===== src/rtl/pwm_acc_pkg.sv =====
package pwm_acc_pkg;
  localparam int EN_BIT     = 31;
  localparam int UPD_BIT    = 30;
  localparam int BASE_LSB   = 8;
  localparam int DUTY_W     = 8;
  localparam int STRIDE_LSB = 10;
  localparam logic [DUTY_W-1:0] DUTY_OFF = 8'hFF;
endpackage


===== src/rtl/pwm_acc_regs.sv =====
module pwm_acc_regs
  import pwm_acc_pkg::*;
#(
  parameter int BU_W = 16
) (
  input  logic              clk_i,
  input  logic              rst_ni,
  input  logic              wr_i,
  input  logic [31:0]       wdata_i,
  input  logic              wrap_i,
  output logic              en_o,
  output logic              upd_o,
  output logic [BU_W-1:0]   base_act_o,
  output logic [DUTY_W-1:0] duty_act_o,
  output logic [31:0]       rdata_o
);
  localparam logic [31:0] WR_MASK = (32'(1) << EN_BIT) | (32'(1) << UPD_BIT)
                                  | (((32'(1) << BU_W) - 32'(1)) << BASE_LSB)
                                  | ((32'(1) << DUTY_W) - 32'(1));

  logic [31:0]       reg_q;
  logic [BU_W-1:0]   base_act_q;
  logic [DUTY_W-1:0] duty_act_q;
  logic              commit;

  // commit when a boundary comes, or when none ever will
  assign commit = reg_q[UPD_BIT] & (~reg_q[EN_BIT] | wrap_i | (base_act_q == '0));

  always_ff @(posedge clk_i or negedge rst_ni) begin
    if (!rst_ni) begin
      reg_q      <= '0;
      base_act_q <= '0;
      duty_act_q <= '0;
    end else if (commit) begin
      base_act_q       <= reg_q[BASE_LSB +: BU_W];
      duty_act_q       <= reg_q[DUTY_W-1:0];
      reg_q[UPD_BIT]   <= 1'b0;
    end else if (wr_i && !reg_q[UPD_BIT]) begin
      reg_q <= wdata_i & WR_MASK;
    end
  end

  assign en_o       = reg_q[EN_BIT];
  assign upd_o      = reg_q[UPD_BIT];
  assign base_act_o = base_act_q;
  assign duty_act_o = duty_act_q;
  assign rdata_o    = reg_q;
endmodule


===== src/rtl/pwm_acc_core.sv =====
module pwm_acc_core
  import pwm_acc_pkg::*;
#(
  parameter int BU_W = 16
) (
  input  logic              clk_i,
  input  logic              rst_ni,
  input  logic              en_i,
  input  logic [BU_W-1:0]   base_i,
  input  logic [DUTY_W-1:0] duty_i,
  output logic              wrap_o,
  output logic              pwm_o
);
  logic [BU_W-1:0] acc_q;
  logic [BU_W:0]   sum;

  assign sum    = {1'b0, acc_q} + {1'b0, base_i};
  assign wrap_o = en_i & sum[BU_W];

  always_ff @(posedge clk_i or negedge rst_ni) begin
    if (!rst_ni)   acc_q <= '0;
    else if (en_i) acc_q <= sum[BU_W-1:0];
    else           acc_q <= '0;
  end

  assign pwm_o = en_i & (duty_i != DUTY_OFF) & (acc_q[BU_W-1 -: DUTY_W] >= duty_i);
endmodule


===== src/rtl/pwm_acc_chan.sv =====
module pwm_acc_chan
  import pwm_acc_pkg::*;
#(
  parameter int BU_W = 16
) (
  input  logic        clk_i,
  input  logic        rst_ni,
  input  logic        wr_i,
  input  logic [31:0] wdata_i,
  output logic [31:0] rdata_o,
  output logic        en_o,
  output logic        upd_o,
  output logic        wrap_o,
  output logic        act_zero_o,
  output logic        pwm_o
);
  logic [BU_W-1:0]   base_act;
  logic [DUTY_W-1:0] duty_act;

  pwm_acc_regs #(.BU_W(BU_W)) u_regs (
    .clk_i      (clk_i),
    .rst_ni     (rst_ni),
    .wr_i       (wr_i),
    .wdata_i    (wdata_i),
    .wrap_i     (wrap_o),
    .en_o       (en_o),
    .upd_o      (upd_o),
    .base_act_o (base_act),
    .duty_act_o (duty_act),
    .rdata_o    (rdata_o)
  );

  pwm_acc_core #(.BU_W(BU_W)) u_core (
    .clk_i  (clk_i),
    .rst_ni (rst_ni),
    .en_i   (en_o),
    .base_i (base_act),
    .duty_i (duty_act),
    .wrap_o (wrap_o),
    .pwm_o  (pwm_o)
  );

  assign act_zero_o = (base_act == '0);
endmodule


===== src/rtl/pwm_acc_bank.sv =====
module pwm_acc_bank
  import pwm_acc_pkg::*;
#(
  parameter int N_CH   = 2,
  parameter int BU_W   = 16,
  parameter int CH_W   = (N_CH > 1) ? $clog2(N_CH) : 1,
  parameter int ADDR_W = STRIDE_LSB + CH_W
) (
  input  logic              clk_i,
  input  logic              rst_ni,
  input  logic              wr_en_i,
  input  logic [ADDR_W-1:0] addr_i,
  input  logic [31:0]       wdata_i,
  output logic [31:0]       rdata_o,
  output logic [N_CH-1:0]   pwm_o
);
  logic [CH_W-1:0] ch_idx;
  logic            off_ok;
  logic [N_CH-1:0] hit_w, en_w, upd_w, wrap_w, act_zero_w;
  logic [31:0]     rd_arr [N_CH];

  assign ch_idx = addr_i[ADDR_W-1:STRIDE_LSB];
  assign off_ok = (addr_i[STRIDE_LSB-1:0] == '0);

  for (genvar g = 0; g < N_CH; g++) begin : g_ch
    assign hit_w[g] = wr_en_i & off_ok & (int'(ch_idx) == g);
    pwm_acc_chan #(.BU_W(BU_W)) u_chan (
      .clk_i      (clk_i),
      .rst_ni     (rst_ni),
      .wr_i       (hit_w[g]),
      .wdata_i    (wdata_i),
      .rdata_o    (rd_arr[g]),
      .en_o       (en_w[g]),
      .upd_o      (upd_w[g]),
      .wrap_o     (wrap_w[g]),
      .act_zero_o (act_zero_w[g]),
      .pwm_o      (pwm_o[g])
    );
  end

  always_comb begin
    rdata_o = '0;
    for (int i = 0; i < N_CH; i++)
      if (off_ok && int'(ch_idx) == i) rdata_o = rd_arr[i];
  end
endmodule


===== config.mk =====
export PLATFORM = sky130hd
export DESIGN_NAME = pwm_acc_bank
export DESIGN_NICKNAME = d
export VERILOG_FILES = /design/src/rtl/pwm_acc_pkg.sv /design/src/rtl/pwm_acc_regs.sv /design/src/rtl/pwm_acc_core.sv /design/src/rtl/pwm_acc_chan.sv /design/src/rtl/pwm_acc_bank.sv
export SDC_FILE = /design/constraint.sdc
export NUM_CORES = 1
export LEC_CHECK = 0
export BUFFER_PORTS_ARGS = -buffer_cell sky130_fd_sc_hd__buf_2
export CAP_MARGIN = 15
export CORE_MARGIN = 4
export CORE_UTILIZATION = 58
export CTS_CLUSTER_DIAMETER = 30
export DETAILED_ROUTE_END_ITERATION = 7
export MAX_ROUTING_LAYER = met4
export PLACE_DENSITY = 0.84
export RECOVER_POWER = 50
export SKIP_LAST_GASP = 1
export SLEW_MARGIN = 25
export SYNTH_ARGS = -nofsm -noshare
export SYNTH_HDL_FRONTEND = slang
export SYNTH_SLANG_ARGS = --single-unit

===== constraint.sdc =====
create_clock -name clk_i -period 6.31 [get_ports clk_i]
set_input_delay 0.631 -clock clk_i [delete_from_list [all_inputs] [get_ports clk_i]]
set_output_delay 0.631 -clock clk_i [all_outputs]
set_load 0.1 [all_outputs]

# Yosys cells after proc, flatten, opt, wreduce, memory -nomap -nowiden
# Cells that the tools add are included.
# totals
reg_bits	132
elab_cells	57
in_bits	46
out_inout_bits	34
# op_classes
magnitude_cmp	2
n_addsub	2
bitwise	20
eq_ne	2
n_reduce_logical	13
mux	8
# op_table
op	n
$mux W32	2
$mux W31	2
$add A16 B16 Y17	2
$logic_not A16 Y1	2
$mux W16	2
$ge A8 B8 Y1	2
$ne A8 B8 Y1 const B	2
$and A1 B1 Y1	11
$logic_not A10 Y1	1
$not A1 Y1	5
$logic_and A1 B1 Y1	4
$or A1 B1 Y1	4
$reduce_and A2 Y1	2
$reduce_bool A2 Y1	2
$logic_not A1 Y1	2
$mux W1	2

# Depth between registers and ports, before layout
# Gate-level depths: netlist of run 1.
# logic_depth
depth_word	7
mapped_depth	9
depth_no_buf	8

# Cells and area by module
# Synthesis of run 1 repeated with hierarchy kept, for this count alone.
# unflattened
cells_unflattened	676
hier_area_um2	8031.5
# modules_own_cells
module	cells_each	instances	area_per_inst_um2	seq_area_each_um2
pwm_acc_regs	123	2	2069.5	1251.2
pwm_acc_core (g_ch[0].u_chan.u_core)	168	1	1486.4	400.4
pwm_acc_core (g_ch[1].u_chan.u_core)	165	1	1453.9	400.4
pwm_acc_bank	87	1	884.6	0.0
pwm_acc_chan	5	2	33.8	0.0

# Least setup slack after synthesis of run 1
# Ideal clock, no wire load.
# synth_path
path_kind	input to output
startpoint	in addr_i[5]
endpoint	out rdata_o[10]
setup_slack_ns	3.167
required_ns	5.679
path_buffers	1
arrival_ns	2.512
path_stages	5
cell_sequence	nor4_1 > nand3_1 > nor2_1 > clkbuf_1 > a22o_1
# synth_between
elab_chain_len	4
elab_cells_between_ends	5
cone_classes	mux (2); reduce/logical (3)
# synth_rtl
element	line	text
start: declaration	pwm_acc_bank.sv:12	input logic [ADDR_W-1:0] addr_i,
$logic_not A10 Y1 *	pwm_acc_bank.sv:23	assign off_ok = (addr_i[STRIDE_LSB-1:0] == '0);
$logic_and A1 B1 Y1	pwm_acc_bank.sv:44	if (off_ok && int'(ch_idx) == i) rdata_o = rd_arr[i];
$mux W32	pwm_acc_bank.sv:44	
$mux W32 *	pwm_acc_bank.sv:44	
end: declaration	pwm_acc_bank.sv:14	output logic [31:0] rdata_o,
# Mark *: on every way between the ends. The rest lies on a longest branch, timed or not.

# Final worst setup path of run 1
# layout_path
startpoint	reg g_ch[0].u_chan.u_regs.base_act_q[0]
endpoint	reg g_ch[0].u_chan.u_regs.duty_act_q[1]
# layout_between
elab_chain_len	5
elab_cells_between_ends	6
cone_classes	add/sub (1); bitwise (4); reduce/logical (1)
# layout_rtl
element	line	text
start: declaration	pwm_acc_regs.sv:22	logic [BU_W-1:0] base_act_q;
start signal: assignment	pwm_acc_regs.sv:35	base_act_q <= reg_q[BASE_LSB +: BU_W];
$add A16 B16 Y17	pwm_acc_core.sv:17	assign sum = {1'b0, acc_q} + {1'b0, base_i};
$and A1 B1 Y1	pwm_acc_core.sv:18	assign wrap_o = en_i & sum[BU_W];
$or A1 B1 Y1	pwm_acc_regs.sv:27	assign commit = reg_q[UPD_BIT] & (~reg_q[EN_BIT] | wrap_i | (base_act_q == '0));
$or A1 B1 Y1 *	pwm_acc_regs.sv:27	
$and A1 B1 Y1 *	pwm_acc_regs.sv:27	
end signal: assignment	pwm_acc_regs.sv:36	duty_act_q <= reg_q[DUTY_W-1:0];
end: declaration	pwm_acc_regs.sv:23	logic [DUTY_W-1:0] duty_act_q;
# Marks and branches as above.
# A chain may end at the register's enable or synchronous reset.

==> flow_summary_export.csv, run 1 <==
group,metric,value,unit
status,run_status,"finished with violations",
status,violations,"capacitance limit, slew limit",
pwr,irDropWorstVdd,0.213,mV
grt,antenna_found_initial,2,
clock_tree,insertion_delay,0.42,ns
yosys,synth_top_cell_by_area,"dfrtp_1",
sta,period_minus_slack,3.17,ns
setup_path,arrival,3.47,ns
setup_path,max_stage_delay,0.65,ns
clock_tree,cts_setup_buffers,0,
sta,setup_tns,0,ns
grt,overflow,0,
sta,tightest_slew,2.61,ns
sta,finalCritPeriodShare,50.3,%
sta,fmax,315,MHz
detailed_routing,drtAntennaViolNets,0,
final_layout,drive_gt1_share,31.2,%
yosys,synth_edf_count,0,
clock_tree,hold_buffers,0,
grt,grt_max_degree,83,
pwr,power.density,236,nW/µm²
pwr,pwr-share-seq,44.5,%
clock_tree,cts.htree.levels,4,
detailed_routing,post_drt_wl_per_cell,19.7,µm
clock_tree,clock-root-buffer,"clkbuf_16",
placement,dpl_cell_area,7520,µm²
sta,finClkSkew,0.00930,ns
clock_tree,clk_path_buf_depth,2,
setup_path,cp_slowest_cell,"o21ai_4",
clock_tree,cts_resized,0,
yosys,yosysWarnings,0,
sta,drv_slew,52,
placement,port_buffers,67,
yosys,yosysMostFrequentCell,"dfrtp_1",
floorplan,ioPinCount,80,
clock_tree,clk_pin_slew,0.06,ns
job,cap_violations,1,
sta,setup_viol,0,
yosys,synthCells,588,
pwr,power.internal,1.49,mW
pwr,switchingPower,0.428,mW
floorplan,die_w,119,µm
detailed_routing,dr_total_vias,5007,
yosys,async_flop_share,100,%
placement,hpwl,11.4,mm
detailed_routing,firstDrtPassIters,5,
placement,dp_cells,785,
clock_tree,cts_made_buffers,17,
pwr,switching_share,22.3,%
yosys,synth.area.top_cells,"dfrtp_1 (46%), mux2_2 (12%), ha_1 (8.4%), mux2_4 (4.8%), a22o_1 (3.3%)",
setup_path,required,6.61,ns
pwr,power,1.92,mW
setup_path,startpoint_type,"flip-flop",
pwr,power_frac_clock,52.7,%
grt,grt_pass1_wl,27.1,mm
floorplan,initial_core_util,59.3,%
yosys,synth_seq_cells,132,
sta,maxSlewHeadroom,-74.1,%
detailed_routing,dr_wl_met3,1.11,mm
detailed_routing,wl_met1,6.98,mm
detailed_routing,top_layer,"met4",
yosys,synth_cell_type_count,59,
detailed_routing,first_iter_violations,481,
final_layout,postLayoutCellArea,8130,µm²
yosys,synth-seq-area-share,46.3,%
detailed_routing,wl,16.2,mm
grt,grt_pass1_vias,5344,
final_layout,stdcell_count,819,
setup_path,cp-end-kind,"flip-flop",
hold_path,hold_class,"in -> reg",
yosys,synth_area,7130,µm²
setup_path,critPathKind,"reg -> reg",
final_layout,fill_cells,847,
final_layout,area_growth,14.0,%
sta,finalHoldViolations,0,
floorplan,die_area,14100,µm²
detailed_routing,dr_wl_met2,7.67,mm
floorplan,die_h,119,µm
pwr,p_leak,4.19,nW
setup_path,path_cells,"ha_1 > fa_1 > a211o_1 > a211oi_1 > or4_4 > a21oi_4 > o21ai_4 > mux2_2",
setup_path,cp_max_fo,24,
yosys,ys_top_cells_by_count,"dfrtp_1 (132), mux2_2 (73), ha_1 (48)",
detailed_routing,via_per_inst,6.11,
placement,gp_congestion,0.883,
placement,dp_slack,3.18,ns
setup_path,cp_top_family,"compound AO/OA/AOI/OAI gates",
detailed_routing,drcViolationCount,0,
yosys,ys.flop_type,"dfrtp_1",
sta,fin_ws,3.14,ns
floorplan,core.rowCount,40,
pwr,pwr-share-comb,2.7,%
setup_path,critPathBufInv,0,
floorplan,coreArea,12000,µm²
yosys,synth.top_cell.area_share,46.3,%
yosys,avgSynthCellArea,12.1,µm²
clock_tree,cts_tree,"built",
final_layout,layout.nets,753,
sta,rsz0062_at_grt,"false",
clock_tree,clock_sinks,132,
grt,grt_use_total,25.1,%
-- cells in the final DEF, fill, tap and decap left out, types with 4 or more instances in the layout --
| master | n |
|---|---|
| buf_4 | 5 |
| nor2_1 | 18 |
| mux2i_1 | 4 |
| mux2_4 | 23 |
| and3_1 | 4 |
| a22o_1 | 27 |
| nand2_1 | 15 |
| o21ai_0 | 21 |
| a211oi_1 | 6 |
| dfrtp_1 | 132 |
| mux2_2 | 73 |
| conb_1 | 6 |
| nand2b_1 | 8 |
| inv_1 | 24 |
| and2_1 | 18 |
| and2_0 | 8 |
| nand4_1 | 11 |
| xor2_1 | 8 |
| xnor2_1 | 12 |
| ha_1 | 48 |
| nor4_1 | 10 |
| nand3_1 | 5 |
| buf_2 | 66 |
| clkinv_4 | 4 |
| a21oi_1 | 26 |
| a21o_1 | 7 |
| clkbuf_16 | 17 |
-- metal layers --
layer  vias up  track usage [%]
met5         -                -
met1      2483             30.7
met3        35             8.02
li1       2300                -
met4         0             8.69
met2       189             39.5
-- metrics by stage --
step / hold WS (ns) / utilization (%)
after floorplan: 0.335 / -
after global placement: 0.503 / 62.5
after detailed placement: 0.517 / 62.6
after CTS: 0.245 / 67.7
after global routing: 0.451 / 67.7
final: 0.446 / 67.7
-- final cells by class --
type / instances / area [µm²] / share of cell area (%)
Inverter: 24 / 90.1 / 1.11
Clock inverter: 14 / 179 / 2.20
Tap cell: 147 / 184 / 2.26
Timing Repair Buffer: 73 / 383 / 4.71
Multi-Input combinational cell: 409 / 3550 / 43.7
Sequential cell: 132 / 3300 / 40.6
Clock buffer: 18 / 429 / 5.28
Antenna cell: 2 / 5.00 / 0.0616
-- final timing paths --
check	from	endpoint	slack, ns	depth (start not counted)
max in group asynchronous	rst_ni	g_ch[1].u_chan.u_core.acc_q[7]	3.54	2
min in group asynchronous	rst_ni	g_ch[0].u_chan.u_regs.duty_act_o[7]	1.03	1
setup / recovery	g_ch[0].u_chan.u_regs.base_act_o[0]	g_ch[0].u_chan.u_regs.duty_act_o[1]	3.14	8
hold / removal	wdata_i[8]	g_ch[1].u_chan.u_regs.rdata_o[8]	0.45	2
setup reg to reg	g_ch[0].u_chan.u_regs.base_act_o[0]	g_ch[0].u_chan.u_regs.duty_act_o[1]	3.14	8
hold reg to reg	g_ch[0].u_chan.u_regs.duty_act_o[6]	g_ch[0].u_chan.u_regs.duty_act_o[6]	0.54	1
-- flip-flops by register name, indices dropped and copies added, names as in the netlist --
name                           flops
g_ch.u_chan.u_regs.rdata_o        52
g_ch.u_chan.u_regs.base_act_o     32
g_ch.u_chan.u_core.acc_q          32
g_ch.u_chan.u_regs.duty_act_o     16
-- power groups by stage --
| stage | combinational (mW) | clock, mW | sequential (mW) |
|---|---|---|---|
| finish | 0.0527 | 1.01 | 0.852 |
| global route | 0.0578 | 1.07 | 0.852 |
| CTS | 0.0538 | 1.02 | 0.852 |
| detailed placement | 0.0533 | 0 | 0.868 |
| global placement | 0.0519 | 0 | 0.867 |
| floorplan | 0.0237 | 0 | 0.866 |
-- kinds of logic (layout without fill, tap and decap cells) --
logic type,Yosys count,count (layout),share of synthesized area [%]
xor+xnor,20,20,2.46
compound gates,120,120,12.0
flops,132,132,46.3
simple gates,111,111,8.85
fa+ha+maj,50,50,8.99
other cells,1,8,0.0526
mux,102,102,17.3
buf+inv,52,129,4.09
Power figures use the tool's default switching activity.
==> run 2, diff against run 1 <==
CORE_UTILIZATION = 53   (was 58)
PLACE_DENSITY = 0.81   (was 0.84)
clock period = 2.8 ns   (was 6.31 ns; I/O delays follow)
==> flow_summary_export.csv, run 2 (synthesized netlist as in run 1, its figures left out) <==
group,metric,value,unit
status,run_status,"finished with violations",
status,violations,"capacitance limit, slew limit",
grt,grt_use_total,23.5,%
clock_tree,clk_path_buf_depth,2,
floorplan,coreArea,13200,µm²
placement,hpwl,12.1,mm
sta,fmax,367,MHz
detailed_routing,post_drt_wl_per_cell,19.6,µm
floorplan,initial_core_util,54.0,%
setup_path,max_stage_delay,0.43,ns
pwr,power.density,484,nW/µm²
placement,gp_congestion,0.914,
setup_path,cp_max_fo,8,
sta,setup_viol,0,
setup_path,arrival,3.01,ns
setup_path,required,3.09,ns
grt,grt_pass1_wl,26.8,mm
pwr,pwr-share-comb,3.0,%
grt,grt_pass1_vias,5306,
hold_path,whs_path_depth,2,
pwr,switching_share,20.5,%
setup_path,critPathBufInv,1,
sta,rsz0062_at_grt,"false",
hold_path,hold_class,"in -> reg",
setup_path,path_cells,"ha_1 > fa_1 > a211o_1 > a211oi_2 > or4_4 > a21oi_4 > o21ai_4 > buf_6 > mux2_2",
sta,maxSlewHeadroom,-8.53,%
setup_path,cp_top_family,"compound AO/OA/AOI/OAI gates",
floorplan,die_h,124,µm
placement,port_buffers,67,
grt,grt_max_degree,67,
pwr,switchingPower,0.848,mW
pwr,p_leak,4.27,nW
grt,antenna_found_initial,3,
placement,dp_cells,818,
clock_tree,cts.htree.levels,4,
sta,period_minus_slack,2.73,ns
detailed_routing,drtAntennaViolNets,0,
job,cap_violations,1,
sta,fin_ws,0.0730,ns
setup_path,cp-end-kind,"flip-flop",
detailed_routing,dr_total_vias,5049,
floorplan,die_area,15400,µm²
final_layout,stdcell_count,854,
final_layout,layout.nets,759,
sta,tightest_slew,1.63,ns
grt,overflow,0,
floorplan,die_w,124,µm
floorplan,core.rowCount,42,
clock_tree,cts_made_buffers,17,
clock_tree,cts_tree,"built",
sta,drv_slew,67,
sta,finalCritPeriodShare,97.4,%
detailed_routing,wl,16.7,mm
clock_tree,cts_setup_buffers,0,
detailed_routing,via_per_inst,5.91,
clock_tree,clock-root-buffer,"clkbuf_16",
detailed_routing,first_iter_violations,307,
clock_tree,clk_pin_slew,0.06,ns
final_layout,mostFrequentLayoutCells,"dfrtp_1 (132), mux2_2 (73), ha_1 (48)",
setup_path,r2r_cells,9,
detailed_routing,drcViolationCount,0,
pwr,power_frac_clock,50.6,%
sta,finClkSkew,0.00858,ns
final_layout,final_common_cell,"dfrtp_1",
clock_tree,clock_sinks,132,
floorplan,ioPinCount,80,
placement,dp_slack,0.0000107,ns
setup_path,cp_slowest_cell,"fa_1",
setup_path,critPathKind,"reg -> reg",
final_layout,area_growth,20.0,%
sta,finalHoldViolations,0,
setup_path,cp.depth,9,
pwr,pwr-share-seq,46.4,%
setup_path,startpoint_type,"flip-flop",
detailed_routing,firstDrtPassIters,5,
final_layout,largest_reg_flops,52,
sta,setup_tns,0,ns
clock_tree,insertion_delay,0.41,ns
pwr,power.internal,3.29,mW
pwr,irDropWorstVdd,0.368,mV
final_layout,drive_gt1_share,31.4,%
-- run 2: changes by cell type in the layout (fill, tap and decap cells not counted), sizes merged --
cell	before	now
clkbuf	19	31
clkinvlp	3	0
inv	27	24
clkinv	5	3
buf	72	73
bufinv	3	2
diode	2	3
dlygate4sd3	0	1
-- run 2: power by group through the flow --
stage               sequential, mW  combinational [mW]  clock [mW]
detailed placement            1.95               0.128           0
global placement              1.95               0.123           0
finish                        1.92               0.123        2.10
CTS                           1.92               0.129        2.12
floorplan                     1.95              0.0534           0
global route                  1.92               0.134        2.21
-- run 2: timing repair --
item,CTS,global route
hold endpoints to repair,1,0
hold buffers,1,0
setup endpoints to repair,36,46
resized for setup,2,10
cloned,0,1
pin swaps,0,1
-- run 2: layer usage --
metal | wire length (µm) | track usage [%] | up-vias
met2 | 8090 | 37.5 | 194
met3 | 1190 | 5.45 | 38
li1 | - | - | 2299
met4 | 452 | 9.86 | 0
met1 | 6970 | 29.1 | 2518
met5 | 0 | - | -
-- run 2: stage by stage --
step / hold WS [ns] / total power [mW] / util, % / instance area, µm²
6_report: 0.116 / 4.14 / 64.9 / 8550
5_1_grt: 0.108 / 4.27 / 64.9 / 8550
4_1_cts: 0.106 / 4.17 / 64.9 / 8560
3_5_place_dp: 0.423 / 2.08 / 60.5 / 7980
3_3_place_gp: 0.414 / 2.08 / 60.5 / 7980
2_1_floorplan: -0.0156 / 2.01 / - / 7150
-- run 2: final cells by class --
type,instances,area (µm²)
Clock buffer,26,479
Fill cell,950,4640
Timing Repair Buffer,79,820
Inverter,24,90.1
Tap cell,176,220
Clock inverter,5,75.1
Antenna cell,3,7.51
Sequential cell,132,3300
Multi-Input combinational cell,409,3560
-- run 2: path summary, 6_finish.rpt --
check                                               startpoint                                   end  slack [ns]
max                        g_ch[0].u_chan.u_regs.base_act_o[0]   g_ch[0].u_chan.u_regs.base_act_o[3]        0.07
min                                                 wdata_i[0]      g_ch[0].u_chan.u_regs.rdata_o[0]        0.12
max reg2reg                g_ch[0].u_chan.u_regs.base_act_o[0]   g_ch[0].u_chan.u_regs.base_act_o[3]        0.07
min reg2reg                  g_ch[1].u_chan.u_regs.rdata_o[20]  g_ch[1].u_chan.u_regs.base_act_o[12]        0.52
max in group asynchronous                               rst_ni     g_ch[1].u_chan.u_regs.rdata_o[23]        0.42
min in group asynchronous                               rst_ni      g_ch[0].u_chan.u_regs.rdata_o[0]        0.81
